<file path="config.mk">
export PLATFORM = sky130hd
export DESIGN_NAME = refmon_top
export DESIGN_NICKNAME = d
export VERILOG_FILES = /design/src/rtl/refmon_pkg.sv /design/src/rtl/refmon_chan.sv /design/src/rtl/refmon_sel.sv /design/src/rtl/refmon_top.sv
export SDC_FILE = /design/constraint.sdc
export NUM_CORES = 1
export LEC_CHECK = 0
export ABC_AREA = 1
export BUFFER_PORTS_ARGS = -buffer_cell sky130_fd_sc_hd__buf_4
export CAP_MARGIN = 20
export CORE_MARGIN = 1
export CORE_UTILIZATION = 35
export DETAILED_ROUTE_END_ITERATION = 8
export PLACE_DENSITY = 0.55
export SETUP_SLACK_MARGIN = 0.3
export SYNTH_ARGS = -nofsm -noshare
export SYNTH_HDL_FRONTEND = slang
export SYNTH_SLANG_ARGS = --single-unit
</file>
<file path="constraint.sdc">
create_clock -name clk -period 3.9 [get_ports clk]
set_input_delay 0.585 -clock clk [delete_from_list [all_inputs] [get_ports clk]]
set_output_delay 0.585 -clock clk [all_outputs]
set_load 0.02 [all_outputs]
</file>
<file path="src/rtl/refmon_pkg.sv">
package refmon_pkg;
  localparam int DET_FREQ  = 0;
  localparam int DET_MISS  = 1;
  localparam int DET_EARLY = 2;
  localparam int DET_RUNT  = 3;
  localparam int DET_PPS   = 4;
  localparam int DET_W     = 5;
endpackage

</file>
<file path="src/rtl/refmon_chan.sv">
module refmon_chan
  import refmon_pkg::*;
#(
  parameter int CNT_W    = 12,
  parameter int EDGE_W   = 12,
  parameter int GATE_CYC = 1024,
  parameter int CLEAN_W  = 4
) (
  input  logic               clk,
  input  logic               rst_n,
  input  logic               ref_in,
  input  logic [DET_W-1:0]   det_en,
  input  logic [CNT_W-1:0]   early_lim,
  input  logic [CNT_W-1:0]   late_lim,
  input  logic [CNT_W-1:0]   runt_min,
  input  logic [CNT_W-1:0]   pps_early,
  input  logic [CNT_W-1:0]   pps_late,
  input  logic [EDGE_W-1:0]  freq_min,
  input  logic [EDGE_W-1:0]  freq_max,
  input  logic [CLEAN_W-1:0] clean_need,
  output logic               lor
);
  localparam int GW = (GATE_CYC > 1) ? $clog2(GATE_CYC) : 1;

  logic [2:0]         sh;
  logic               rise, fall, armed;
  logic [CNT_W-1:0]   per_cnt, hi_cnt, e_lim, l_lim;
  logic [GW-1:0]      gate_cnt;
  logic [EDGE_W-1:0]  edge_cnt, edge_tot;
  logic [CLEAN_W-1:0] clean_cnt;
  logic               pps, e_on, m_on, f_on, win_end, bad_win;
  logic               v_early, v_miss, v_runt, v_freq, viol;

  // two-stage synchronizer plus one history stage
  always_ff @(posedge clk) begin
    if (!rst_n) sh <= '0;
    else        sh <= {sh[1:0], ref_in};
  end
  assign rise = sh[1] & ~sh[2];
  assign fall = ~sh[1] & sh[2];

  assign pps   = det_en[DET_PPS];
  assign e_on  = pps | det_en[DET_EARLY];
  assign m_on  = pps | det_en[DET_MISS];
  assign f_on  = ~pps & det_en[DET_FREQ];
  assign e_lim = pps ? pps_early : early_lim;
  assign l_lim = pps ? pps_late  : late_lim;

  always_ff @(posedge clk) begin
    if (!rst_n) begin
      per_cnt <= '0;
      hi_cnt  <= '0;
      armed   <= 1'b0;
    end else begin
      if (rise) begin
        per_cnt <= CNT_W'(1);
        hi_cnt  <= CNT_W'(1);
        armed   <= 1'b1;
      end else begin
        if (per_cnt != '1)           per_cnt <= per_cnt + 1'b1;
        if (sh[1] && hi_cnt != '1)   hi_cnt  <= hi_cnt + 1'b1;
      end
    end
  end

  assign win_end  = (gate_cnt == GW'(GATE_CYC - 1));
  assign edge_tot = edge_cnt + EDGE_W'(rise);

  always_ff @(posedge clk) begin
    if (!rst_n) begin
      gate_cnt <= '0;
      edge_cnt <= '0;
    end else if (win_end) begin
      gate_cnt <= '0;
      edge_cnt <= '0;
    end else begin
      gate_cnt <= gate_cnt + 1'b1;
      if (rise && edge_cnt != '1) edge_cnt <= edge_cnt + 1'b1;
    end
  end

  assign v_early = e_on & rise & armed & (per_cnt < e_lim);
  assign v_miss  = m_on & (per_cnt > l_lim);
  assign v_runt  = det_en[DET_RUNT] & fall & armed & (hi_cnt < runt_min);
  assign v_freq  = f_on & win_end & ((edge_tot < freq_min) | (edge_tot > freq_max));
  assign viol    = v_early | v_miss | v_runt | v_freq;

  always_ff @(posedge clk) begin
    if (!rst_n) begin
      lor       <= 1'b1;
      clean_cnt <= '0;
      bad_win   <= 1'b0;
    end else begin
      bad_win <= win_end ? 1'b0 : (bad_win | viol);
      if (viol) begin
        lor       <= 1'b1;
        clean_cnt <= '0;
      end else if (win_end) begin
        if (bad_win) begin
          clean_cnt <= '0;
        end else if (lor) begin
          if (({1'b0, clean_cnt} + 1'b1) >= {1'b0, clean_need}) begin
            lor       <= 1'b0;
            clean_cnt <= '0;
          end else begin
            clean_cnt <= clean_cnt + 1'b1;
          end
        end
      end
    end
  end
endmodule

</file>
<file path="src/rtl/refmon_sel.sv">
module refmon_sel #(
  parameter int NREF  = 2,
  parameter int SEL_W = 1
) (
  input  logic             clk,
  input  logic             rst_n,
  input  logic [NREF-1:0]  lor,
  input  logic [SEL_W-1:0] cfg_prio,
  input  logic             man_en,
  input  logic             man_use_pin,
  input  logic [SEL_W-1:0] man_reg_sel,
  input  logic [SEL_W-1:0] man_pin_sel,
  input  logic             sticky_clr,
  output logic [SEL_W-1:0] sel_idx,
  output logic             holdover,
  output logic             irq,
  output logic             sticky_sel_chg,
  output logic             sticky_ho_chg
);
  logic [SEL_W-1:0] want, fallback, choice, nxt_sel;
  logic             want_ok, nxt_ho, sel_chg, ho_chg;

  always_comb begin
    want = man_en ? (man_use_pin ? man_pin_sel : man_reg_sel) : cfg_prio;
    want_ok = 1'b0;
    if (int'(want) < NREF) want_ok = ~lor[want];
    fallback = sel_idx;
    for (int i = NREF - 1; i >= 0; i--) begin
      if (!lor[i]) fallback = SEL_W'(i);
    end
    choice  = want_ok ? want : fallback;
    nxt_ho  = &lor;
    nxt_sel = nxt_ho ? sel_idx : choice;
    sel_chg = (nxt_sel != sel_idx);
    ho_chg  = (nxt_ho != holdover);
  end

  always_ff @(posedge clk) begin
    if (!rst_n) begin
      sel_idx        <= '0;
      holdover       <= 1'b1;
      irq            <= 1'b0;
      sticky_sel_chg <= 1'b0;
      sticky_ho_chg  <= 1'b0;
    end else begin
      sel_idx        <= nxt_sel;
      holdover       <= nxt_ho;
      irq            <= sel_chg | ho_chg;
      sticky_sel_chg <= sel_chg | (sticky_sel_chg & ~sticky_clr);
      sticky_ho_chg  <= ho_chg  | (sticky_ho_chg  & ~sticky_clr);
    end
  end
endmodule

</file>
<file path="src/rtl/refmon_top.sv">
module refmon_top
  import refmon_pkg::*;
#(
  parameter int NREF     = 2,
  parameter int CNT_W    = 12,
  parameter int GATE_CYC = 1024,
  parameter int CLEAN_W  = 4,
  localparam int EDGE_W  = $clog2(GATE_CYC + 1) + 1,
  localparam int SEL_W   = (NREF > 1) ? $clog2(NREF) : 1
) (
  input  logic                           clk,
  input  logic                           rst_n,
  input  logic [NREF-1:0]                ref_in,
  input  logic [NREF-1:0][DET_W-1:0]     cfg_det_en,
  input  logic [NREF-1:0][CNT_W-1:0]     cfg_early_lim,
  input  logic [NREF-1:0][CNT_W-1:0]     cfg_late_lim,
  input  logic [NREF-1:0][CNT_W-1:0]     cfg_runt_min,
  input  logic [NREF-1:0][CNT_W-1:0]     cfg_pps_early,
  input  logic [NREF-1:0][CNT_W-1:0]     cfg_pps_late,
  input  logic [NREF-1:0][EDGE_W-1:0]    cfg_freq_min,
  input  logic [NREF-1:0][EDGE_W-1:0]    cfg_freq_max,
  input  logic [NREF-1:0][CLEAN_W-1:0]   cfg_clean_need,
  input  logic [SEL_W-1:0]               cfg_prio,
  input  logic                           man_en,
  input  logic                           man_use_pin,
  input  logic [SEL_W-1:0]               man_reg_sel,
  input  logic [SEL_W-1:0]               man_pin_sel,
  input  logic                           sticky_clr,
  output logic [SEL_W-1:0]               sel_idx,
  output logic                           holdover,
  output logic [NREF-1:0]                lor_status,
  output logic                           irq,
  output logic                           sticky_sel_chg,
  output logic                           sticky_ho_chg
);
  for (genvar g = 0; g < NREF; g++) begin : g_chan
    refmon_chan #(
      .CNT_W(CNT_W), .EDGE_W(EDGE_W), .GATE_CYC(GATE_CYC), .CLEAN_W(CLEAN_W)
    ) u_chan (
      .clk        (clk),
      .rst_n      (rst_n),
      .ref_in     (ref_in[g]),
      .det_en     (cfg_det_en[g]),
      .early_lim  (cfg_early_lim[g]),
      .late_lim   (cfg_late_lim[g]),
      .runt_min   (cfg_runt_min[g]),
      .pps_early  (cfg_pps_early[g]),
      .pps_late   (cfg_pps_late[g]),
      .freq_min   (cfg_freq_min[g]),
      .freq_max   (cfg_freq_max[g]),
      .clean_need (cfg_clean_need[g]),
      .lor        (lor_status[g])
    );
  end

  refmon_sel #(.NREF(NREF), .SEL_W(SEL_W)) u_sel (
    .clk            (clk),
    .rst_n          (rst_n),
    .lor            (lor_status),
    .cfg_prio       (cfg_prio),
    .man_en         (man_en),
    .man_use_pin    (man_use_pin),
    .man_reg_sel    (man_reg_sel),
    .man_pin_sel    (man_pin_sel),
    .sticky_clr     (sticky_clr),
    .sel_idx        (sel_idx),
    .holdover       (holdover),
    .irq            (irq),
    .sticky_sel_chg (sticky_sel_chg),
    .sticky_ho_chg  (sticky_ho_chg)
  );
endmodule

</file>
==> metrics.txt, run 1 <==
leading cell types by count after synthesis 282 x nand2_1, 247 x inv_1, 137 x ha_1, 123 x nor2_1, 117 x dfxtp_1; WL per Instance 11.8 um; GR peak layer met2; worst skew pair latency 420 ps; CP cell instances nand2_1, inv_1, ha_1, nand2_1, nor2_1, inv_1, nor3_1, xor2_1, ha_1, nand2_1, nor2_1, and2_1, nand2_1, nand3_1, nand2_1, a21oi_1, nor2_1, nand2_1, nor2_1; WL final roughly 23000 um; number of max-cap violations 0; Register Area around 2300 sq um; Layout fillers around 2.7k; TritonRoute pass-1 iters 5; Crit Path Class reg2reg; minimum clock period 3070 ps; Post-Route Setup TNS 0 ps; critical path endpoint category flip-flop; status finished clean; hold_buf cts 0; delay-heaviest family, CP simple AND/OR/NAND/NOR gates; Synth Net Count 1708; Yosys reg bits roughly 120; nets roughly 1.9k; vias in the first global route roughly 8.5k; largest buffer count on any clock path 2; Synth top area share roughly a quarter; clk slew on worst S/H paths 50 ps; H-tree depth 4; Mapped Area around 9500 sq um; Post-synth EDFFs 0; Highest Clock Rate between 300 and 400 MHz; row count between 50 and 60; maximum VDD drop ~280 uV; most numerous cell in the Yosys netlist nand2_1; LEAKAGE 0.00610 uW; Hold/Removal Path Class in2reg; top cells by area, synth dfxtp_1 25%, ha_1 18%, nand2_1 11%; total global routing overflow 0; Tcrit/Tclk final about four fifths; met2 Resource Use GR between 20% and 30%; HPWL after DPL about 19000 um; CP Max Fanout 6; CP bufs+invs 2; postcts setup bufs 0; Slew @ Worst Pin roughly 800 ps; CTS tree built; Worst Path Required 4250 ps; gpl congestion 0.860; Post-CTS Resized 0; CTS buffer count 17; Global Route Usage Sum between 10% and 20%; Initial Utilization between 30% and 40%; met1 Use GR a little over a fifth; largest net degree at the start of global routing 29; # port buffers between 200 and 250; post-route clock skew between 10 and 15 ps; first-pass GRT wire length roughly 38000 um; final setup fails 0; Main synth FF type dfxtp_1; cell count after synthesis 1375; fraction of registers with async set/reset 0%; Die ar. around 28000 sq um; met3 Use GR approximately 3.2%; Max-slew headroom between 40 and 50%; DRC viols 0; sequential share of the synthesized area about 25%; final worst slack 835 ps; Sink Count approximately 120; initial antenna violation count 0; Synth cell types between 40 and 50; share of layout cells above drive strength 1 16.8%; via/cell ratio around 4.6; I/O pin total about 200; highest-delay cell along the critical path dfxtp_1; Post-Place Setup Slack 830 ps; routed vias between 8k and 9k; CTS root buf clkbuf_16; RSZ-0062 raised after global routing false; Synth Area per Inst ~7 sq um; PwrDens 266 nW/um^2; core area about 26000 sq um; Die Ht about 170 um; number of diodes 0; die width around 170 um; Setup crit start kind flip-flop; CP dominant cell by count nand2_1; Yosys warnings 0; Hold Vio Cnt, Final 0; antenna-violating nets left 0; DR iter-0 viols about 380; area of the multi-input gates around 6100 sq um; Final Max Tran Viols 0; P&R area growth vs syn 25.4%; Crit path largest cell delay about 370 ps; Synth area leader dfxtp_1; crit path DAT between 3000 and 4000 ps
through the flow:
step | util, % | cell area, sq um | total power [uW] | hold slack (ps) | std cells
finish | 45.3 | 11900 | 3180 | 354 | 1925
global route | 45.3 | 11900 | 3340 | 342 | 1925
CTS | 45.3 | 11900 | 3230 | 333 | 1925
detailed placement | 43.1 | 11400 | 1690 | 402 | 1895
global placement | 43.1 | 11400 | 1690 | 401 | 1895
floorplan | - | 9520 | 1480 | 390 | 1375
cell usage in the layout (no fill, tap or decap), types with 17 or more instances in the layout:
cell       Yosys  layout
a21oi_1      114     114
buf_4          3     202
clkbuf_16      0      17
dfxtp_1      117     117
ha_1         137     137
inv_1        247     247
mux2i_1       45      45
nand2_1      282     282
nand3_1       69      69
nand4_1       17      17
nor2_1       123     123
nor3_1        30      30
o21ai_0       43      43
xor2_1        48      48
per-layer routing:
| metal | vias up | wire, um |
|---|---|---|
| li1 | 4852 | - |
| met4 | 0 | 216 |
| met1 | 3855 | 11200 |
| met2 | 191 | 10400 |
| met3 | 12 | 1010 |
| met5 | - | 0 |
power by group:
part	internal, uW	switching [uW]	leakage [uW]
registers	1220	20.7	0.000947
logic	228	200	0.00488
clock network	998	515	0.000280
path summary, 6_finish.rpt:
check | start | to | slack, ps | depth (start not counted)
max | g_chan[1].u_chan.sh[1]$_SDFF_PN0_ | g_chan[1].u_chan.clean_cnt[0]$_SDFFE_PP0P_ | 830 | 19
min | ref_in[1] | g_chan[1].u_chan.sh[0]$_SDFF_PN0_ | 350 | 3
max reg2reg | g_chan[1].u_chan.sh[1]$_SDFF_PN0_ | g_chan[1].u_chan.clean_cnt[0]$_SDFFE_PP0P_ | 830 | 19
min reg2reg | g_chan[1].u_chan.sh[0]$_SDFF_PN0_ | g_chan[1].u_chan.sh[1]$_SDFF_PN0_ | 410 | 2
area by class of cell:
type | instances | area share [%]
repair buffers | 202 | 12.7
clock buffers | 26 | 4.18
multi-input cells | 983 | 51.2
well taps | 335 | 3.51
flip-flops and latches | 117 | 19.6
clock inverters | 4 | 0.587
inverters | 258 | 8.18
kinds of logic (layout without fill, tap and decap cells):
group,count (synthesis),in the layout,synth area share (%)
adders and majority gates,137,137,18.0
AOI/OAI and AO/OA,177,177,9.91
muxes,45,45,4.73
and+or+nand+nor,565,565,26.1
DFF,117,117,24.6
xor gates and xnor gates,59,59,5.43
buffers and inverters,275,490,11.2
sequential cells by signal, indices dropped and copies added (netlist names):
signal,cells
g_chan.u_chan.edge_cnt,24
g_chan.u_chan.hi_cnt,24
g_chan.u_chan.per_cnt,24
g_chan.u_chan.gate_cnt,20
g_chan.u_chan.clean_cnt,8
g_chan.u_chan.sh,6
g_chan.u_chan.armed,2
g_chan.u_chan.bad_win,2
g_chan.u_chan.lor,2
u_sel.holdover,1
u_sel.irq,1
u_sel.sel_idx,1
u_sel.sticky_ho_chg,1
u_sel.sticky_sel_chg,1
worst reg2reg max path: cells and delay by family (launching register included):
family	cells	cell delay, ps
AND/OR/NAND/NOR	13	1550
buffers and inverters	2	310
flip-flops	1	370
AO/OA/AOI/OAI	1	60
XOR/XNOR	1	250
adder cells (fa/ha/maj)	2	450
(Power assumes the default switching activity.)
==> inputs of run 2 (changes only) <==
- clock period: 3.9 -> 3.1 ns (I/O delays scaled with it)
==> metrics.txt, run 2 (same netlist as run 1, synthesis figures left out) <==
status finished clean; Post-Place Setup Slack roughly 130 ps; Die Ht 167 um; WL final ~23000 um; share of layout cells above drive strength 1 between 10% and 20%; largest net degree at the start of global routing 29; final setup fails 0; commonest non-fill, non-tap cells in the layout 277 x nand2_1, 246 x inv_1, 212 x buf_4; PwrDens 338 nW/um^2; core area 26400 sq um; Worst Path Required between 3000 and 4000 ps; CP bufs+invs 2; maximum VDD drop 339 uV; Design Power 4100 uW; TritonRoute pass-1 iters 5; highest-delay cell along the critical path dfxtp_4; largest buffer count on any clock path 2; Setup crit start kind flip-flop; met3 Use GR between 2 and 3%; first-pass GRT wire length about 39000 um; I/O pin total a little over 200; row count 59; DRC viols 0; Max-slew headroom 46.9%; final worst slack approximately 520 ps; CP cell instances nand2_4, clkinv_4, ha_4, ha_1, nand3_1, nor2_1, xor2_1, buf_4, ha_1, nand4_1, a21oi_1, nor2_1, nand2_1, a21oi_1, nor2_2, nand2_2, nor2_1; hold_buf cts 0; antenna-violating nets left 0; Post-Route Setup TNS 0 ps; Top Registers g_chan.u_chan.edge_cnt x24, g_chan.u_chan.hi_cnt x24, g_chan.u_chan.per_cnt x24; area of the multi-input gates between 6000 and 7000 sq um; DR iter-0 viols 358; nets between 1.5k and 2k; LEAKAGE about 0.0062 uW; met1 Use GR 21.6%; number of max-cap violations 0; CTS root buf clkbuf_16; Layout fillers ~2.7k; Register Area 2350 sq um; crit path DAT between 2000 and 3000 ps; Initial Utilization a little over a third; Crit Path Class reg2reg; WL per Instance approximately 12 um; commonest non-fill, non-tap cell in the layout nand2_1; routed vias between 8k and 9k; Hold Vio Cnt, Final 0; die width about 170 um; CTS buffer count 17; post-route clock skew about 17 ps; Die ar. approximately 28000 sq um; HPWL after DPL roughly 19000 um; Final Max Tran Viols 0; initial antenna violation count 0; Final Util 46.1%; Crit path largest cell delay between 300 and 400 ps; met2 Resource Use GR 28.3%; minimum clock period between 2000 and 3000 ps; GR peak layer met2; # port buffers approximately 200; Global Route Usage Sum roughly 17%; Sink Count 117; Tcrit/Tclk final 83.1%; gpl congestion about 0.85; delay-heaviest family, CP simple AND/OR/NAND/NOR gates; CTS tree built; Hold/Removal Path Class in2reg; CP dominant cell by count nor2_1; worst skew pair latency roughly 420 ps; Slew @ Worst Pin just under 800 ps; CP Max Fanout 6; total global routing overflow 0; vias in the first global route 8475; critical path endpoint category flip-flop; via/cell ratio roughly 4.6; clk slew on worst S/H paths 60 ps; RSZ-0062 raised after global routing false; number of diodes 0; Highest Clock Rate slightly below 400 MHz; P&R area growth vs syn 27.6%; H-tree depth 4
==> run 2: cell count changes in the layout (fill, tap and decap cells not counted), moves of 3 or more <==
cell	change
nor2_2	+7
dfxtp_2	+3
nand2_1	-5
dfxtp_1	-4
nand2_2	+5
nor2_1	-8
clkinvlp_4	+3
clkbuf_1	-3
buf_4	+10
==> run 2: worst paths after layout <==
check,start,cells after the start,slack (ps),to
setup / recovery,g_chan[0].u_chan.sh[1]$_SDFF_PN0_,17,520,g_chan[0].u_chan.clean_cnt[1]$_SDFFE_PP0P_
hold reg to reg,g_chan[1].u_chan.sh[0]$_SDFF_PN0_,2,410,g_chan[1].u_chan.sh[1]$_SDFF_PN0_
hold / removal,ref_in[0],3,240,g_chan[0].u_chan.sh[0]$_SDFF_PN0_
setup reg to reg,g_chan[0].u_chan.sh[1]$_SDFF_PN0_,17,520,g_chan[0].u_chan.clean_cnt[1]$_SDFFE_PP0P_
==> run 2: tightest hold or removal path, stage by stage <==
cell and delay (ps):
buf_4 80, nand2_1 40, inv_1 40
==> run 2: report_power, final <==
part / switching, uW / total [uW] / internal (uW)
Clock: 689 / 2000 / 1310
Sequential: 25.2 / 1550 / 1530
Combinational: 258 / 551 / 293
==> run 2: per-layer routing <==
layer / routed length [um] / share of wire [%]
met1: 11200 / 49
met2: 10600 / 46
met3: 1030 / 4.4
met4: 276 / 1.2
met5: 0 / 0
==> run 2: final cells by class <==
type,instances,area share [%]
multi-input cells,983,51.1
inverters,258,8.04
well taps,335,3.45
repair buffers,212,13.1
flip-flops and latches,117,19.3
clock inverters,7,0.762
clock buffers,25,4.24
==> run 2: per-stage QoR <==
| step | hold WS, ps | area, sq um | std cells |
|---|---|---|---|
| final | 235 | 12100 | 1937 |
| after global routing | 234 | 12100 | 1937 |
| after CTS | 219 | 12000 | 1935 |
| after detailed placement | 396 | 11400 | 1901 |
| after global placement | 401 | 11400 | 1901 |
| after floorplan | 390 | 9520 | 1375 |
==> run 2: repair_timing <==
item                                    4_1_cts  5_1_grt
gates resized for setup                       5       23
setup buffers                                 2        2
endpoints found under the setup margin       12       12
pin swaps                                     2        8
gates cloned                                  0        0
==> inputs of run 3 (changes only) <==
- clock period: 3.1 -> 2.6 ns (I/O delays scaled with it)
==> metrics.txt, run 3 (same netlist as run 1, synthesis figures left out) <==
PwrDens around 380 nW/um^2; post-route clock skew between 10 and 15 ps; crit path DAT 2780 ps; Global Route Usage Sum 17.7%; Die ar. roughly 28000 sq um; # port buffers approximately 200; routed vias approximately 9.2k; Max-slew headroom around three fifths; Final Max Tran Viols 0; Top Registers g_chan.u_chan.edge_cnt x24, g_chan.u_chan.hi_cnt x24, g_chan.u_chan.per_cnt x24; die width roughly 170 um; Slew @ Worst Pin ~570 ps; Placed Area 11700 sq um; initial antenna violation count 0; hold_buf cts 0; Highest Clock Rate a little over 400 MHz; minimum clock period roughly 2500 ps; final setup fails 0; maximum VDD drop about 480 uV; gpl congestion 0.874; commonest non-fill, non-tap cells in the layout 272 x nand2_1, 257 x buf_4, 241 x inv_1; CP Max Fanout 4; Crit Path Class reg2reg; WL per Instance between 10 and 15 um; CTS tree built; HPWL after DPL slightly below 20000 um; Worst Path Required approximately 2900 ps; CTS root buf clkbuf_16; first-pass GRT wire length between 40000 and 50000 um; final worst slack 122 ps; Design Power approximately 4800 uW; DRC viols 0; H-tree depth 4; largest net degree at the start of global routing 24; Initial Utilization 36.1%; worst skew pair latency roughly 420 ps; DR iter-0 viols between 300 and 400; vias in the first global route slightly below 9k; I/O pin total between 200 and 250; P&R area growth vs syn 32.6%; Final Util between 40% and 50%; core area between 20000 and 30000 sq um; Hold Vio Cnt, Final 0; CTS buffer count 17; number of diodes 0; antenna-violating nets left 0; share of layout cells above drive strength 1 24.0%; row count 59; via/cell ratio 4.66; Setup crit start kind flip-flop; total global routing overflow 0; nets 1968; clk slew on worst S/H paths about 60 ps; Post-Place Setup Slack -21.3 ps; Hold/Removal Path Class in2reg; largest buffer count on any clock path 2; Sink Count roughly 120; status finished clean; LEAKAGE between 0.006 and 0.007 uW; Tcrit/Tclk final between 90% and 100%; commonest non-fill, non-tap cell in the layout nand2_1; WL final 24200 um; critical path endpoint category flip-flop; Die Ht roughly 170 um; area of all placed cells without fillers roughly 13000 sq um; RSZ-0062 raised after global routing true; number of max-cap violations 0; TritonRoute pass-1 iters 5
run 3: cell types whose count changed in the layout (fill, tap and decap cells not counted), moves of 4 or more:
| cell | change |
|---|---|
| xor2_1 | -7 |
| buf_4 | +45 |
| dfxtp_2 | +8 |
| ha_1 | -4 |
| inv_6 | +6 |
| nand2_1 | -5 |
| clkbuf_8 | -6 |
| xor2_2 | +7 |
| inv_1 | -5 |
| dfxtp_1 | -10 |
run 3: area by class of cell:
cell class	count	area (sq um)
Clock buffer	17	425
Clock inverter	15	144
Fill cell	2679	13700
Inverter	258	981
Multi-Input combinational cell	983	6340
Sequential cell	117	2370
Tap cell	335	419
Timing Repair Buffer	258	1940
run 3: worst paths after layout:
path | start | to | slack (ps) | depth (start not counted)
hold reg to reg | g_chan[1].u_chan.sh[0]$_SDFF_PN0_ | g_chan[1].u_chan.sh[1]$_SDFF_PN0_ | 410 | 2
hold / removal | ref_in[0] | g_chan[0].u_chan.sh[0]$_SDFF_PN0_ | 170 | 3
setup reg to reg | g_chan[0].u_chan.edge_cnt[5]$_SDFFE_PP0P_ | g_chan[0].u_chan.edge_cnt[7]$_SDFFE_PP0P_ | 120 | 17
setup / recovery | g_chan[0].u_chan.edge_cnt[5]$_SDFFE_PP0P_ | g_chan[0].u_chan.edge_cnt[7]$_SDFFE_PP0P_ | 120 | 17
run 3: power by group:
group          internal [uW]  switching, uW  total [uW]
logic                    362            315         677
clock network           1340            933        2270
registers               1820           27.2        1850
run 3: routing by layer:
metal / GRT usage (%) / routed length [um]
met5: 0 / 0
met4: 3.90 / 259
met3: 3.52 / 1210
met2: 30.4 / 11300
met1: 22.6 / 11400
run 3: repair_timing:
action | in CTS | in global routing
setup endpoints to repair | 12 | 13
resized for setup | 22 | 36
setup buffers | 21 | 4
pin swaps | 13 | 23
run 3: critical path, cell delays in order, from the launching register on:
cell	delay, ps
dfxtp_4	370
nand2_2	60
buf_4	130
buf_4	130
buf_4	130
buf_4	120
buf_4	130
buf_4	130
buf_4	120
buf_4	120
buf_4	120
buf_4	120
buf_4	120
buf_4	120
buf_4	120
buf_4	130
o21ai_1	120
a21oi_1	80
run 3: metrics by stage:
step	hold WS, ps	instances	TNS [ps]
2_1_floorplan	390	1375	0
3_3_place_gp	403	1926	0
3_5_place_dp	405	1926	-126
4_1_cts	145	1979	0
5_1_grt	163	1983	-638
6_report	166	1983	0
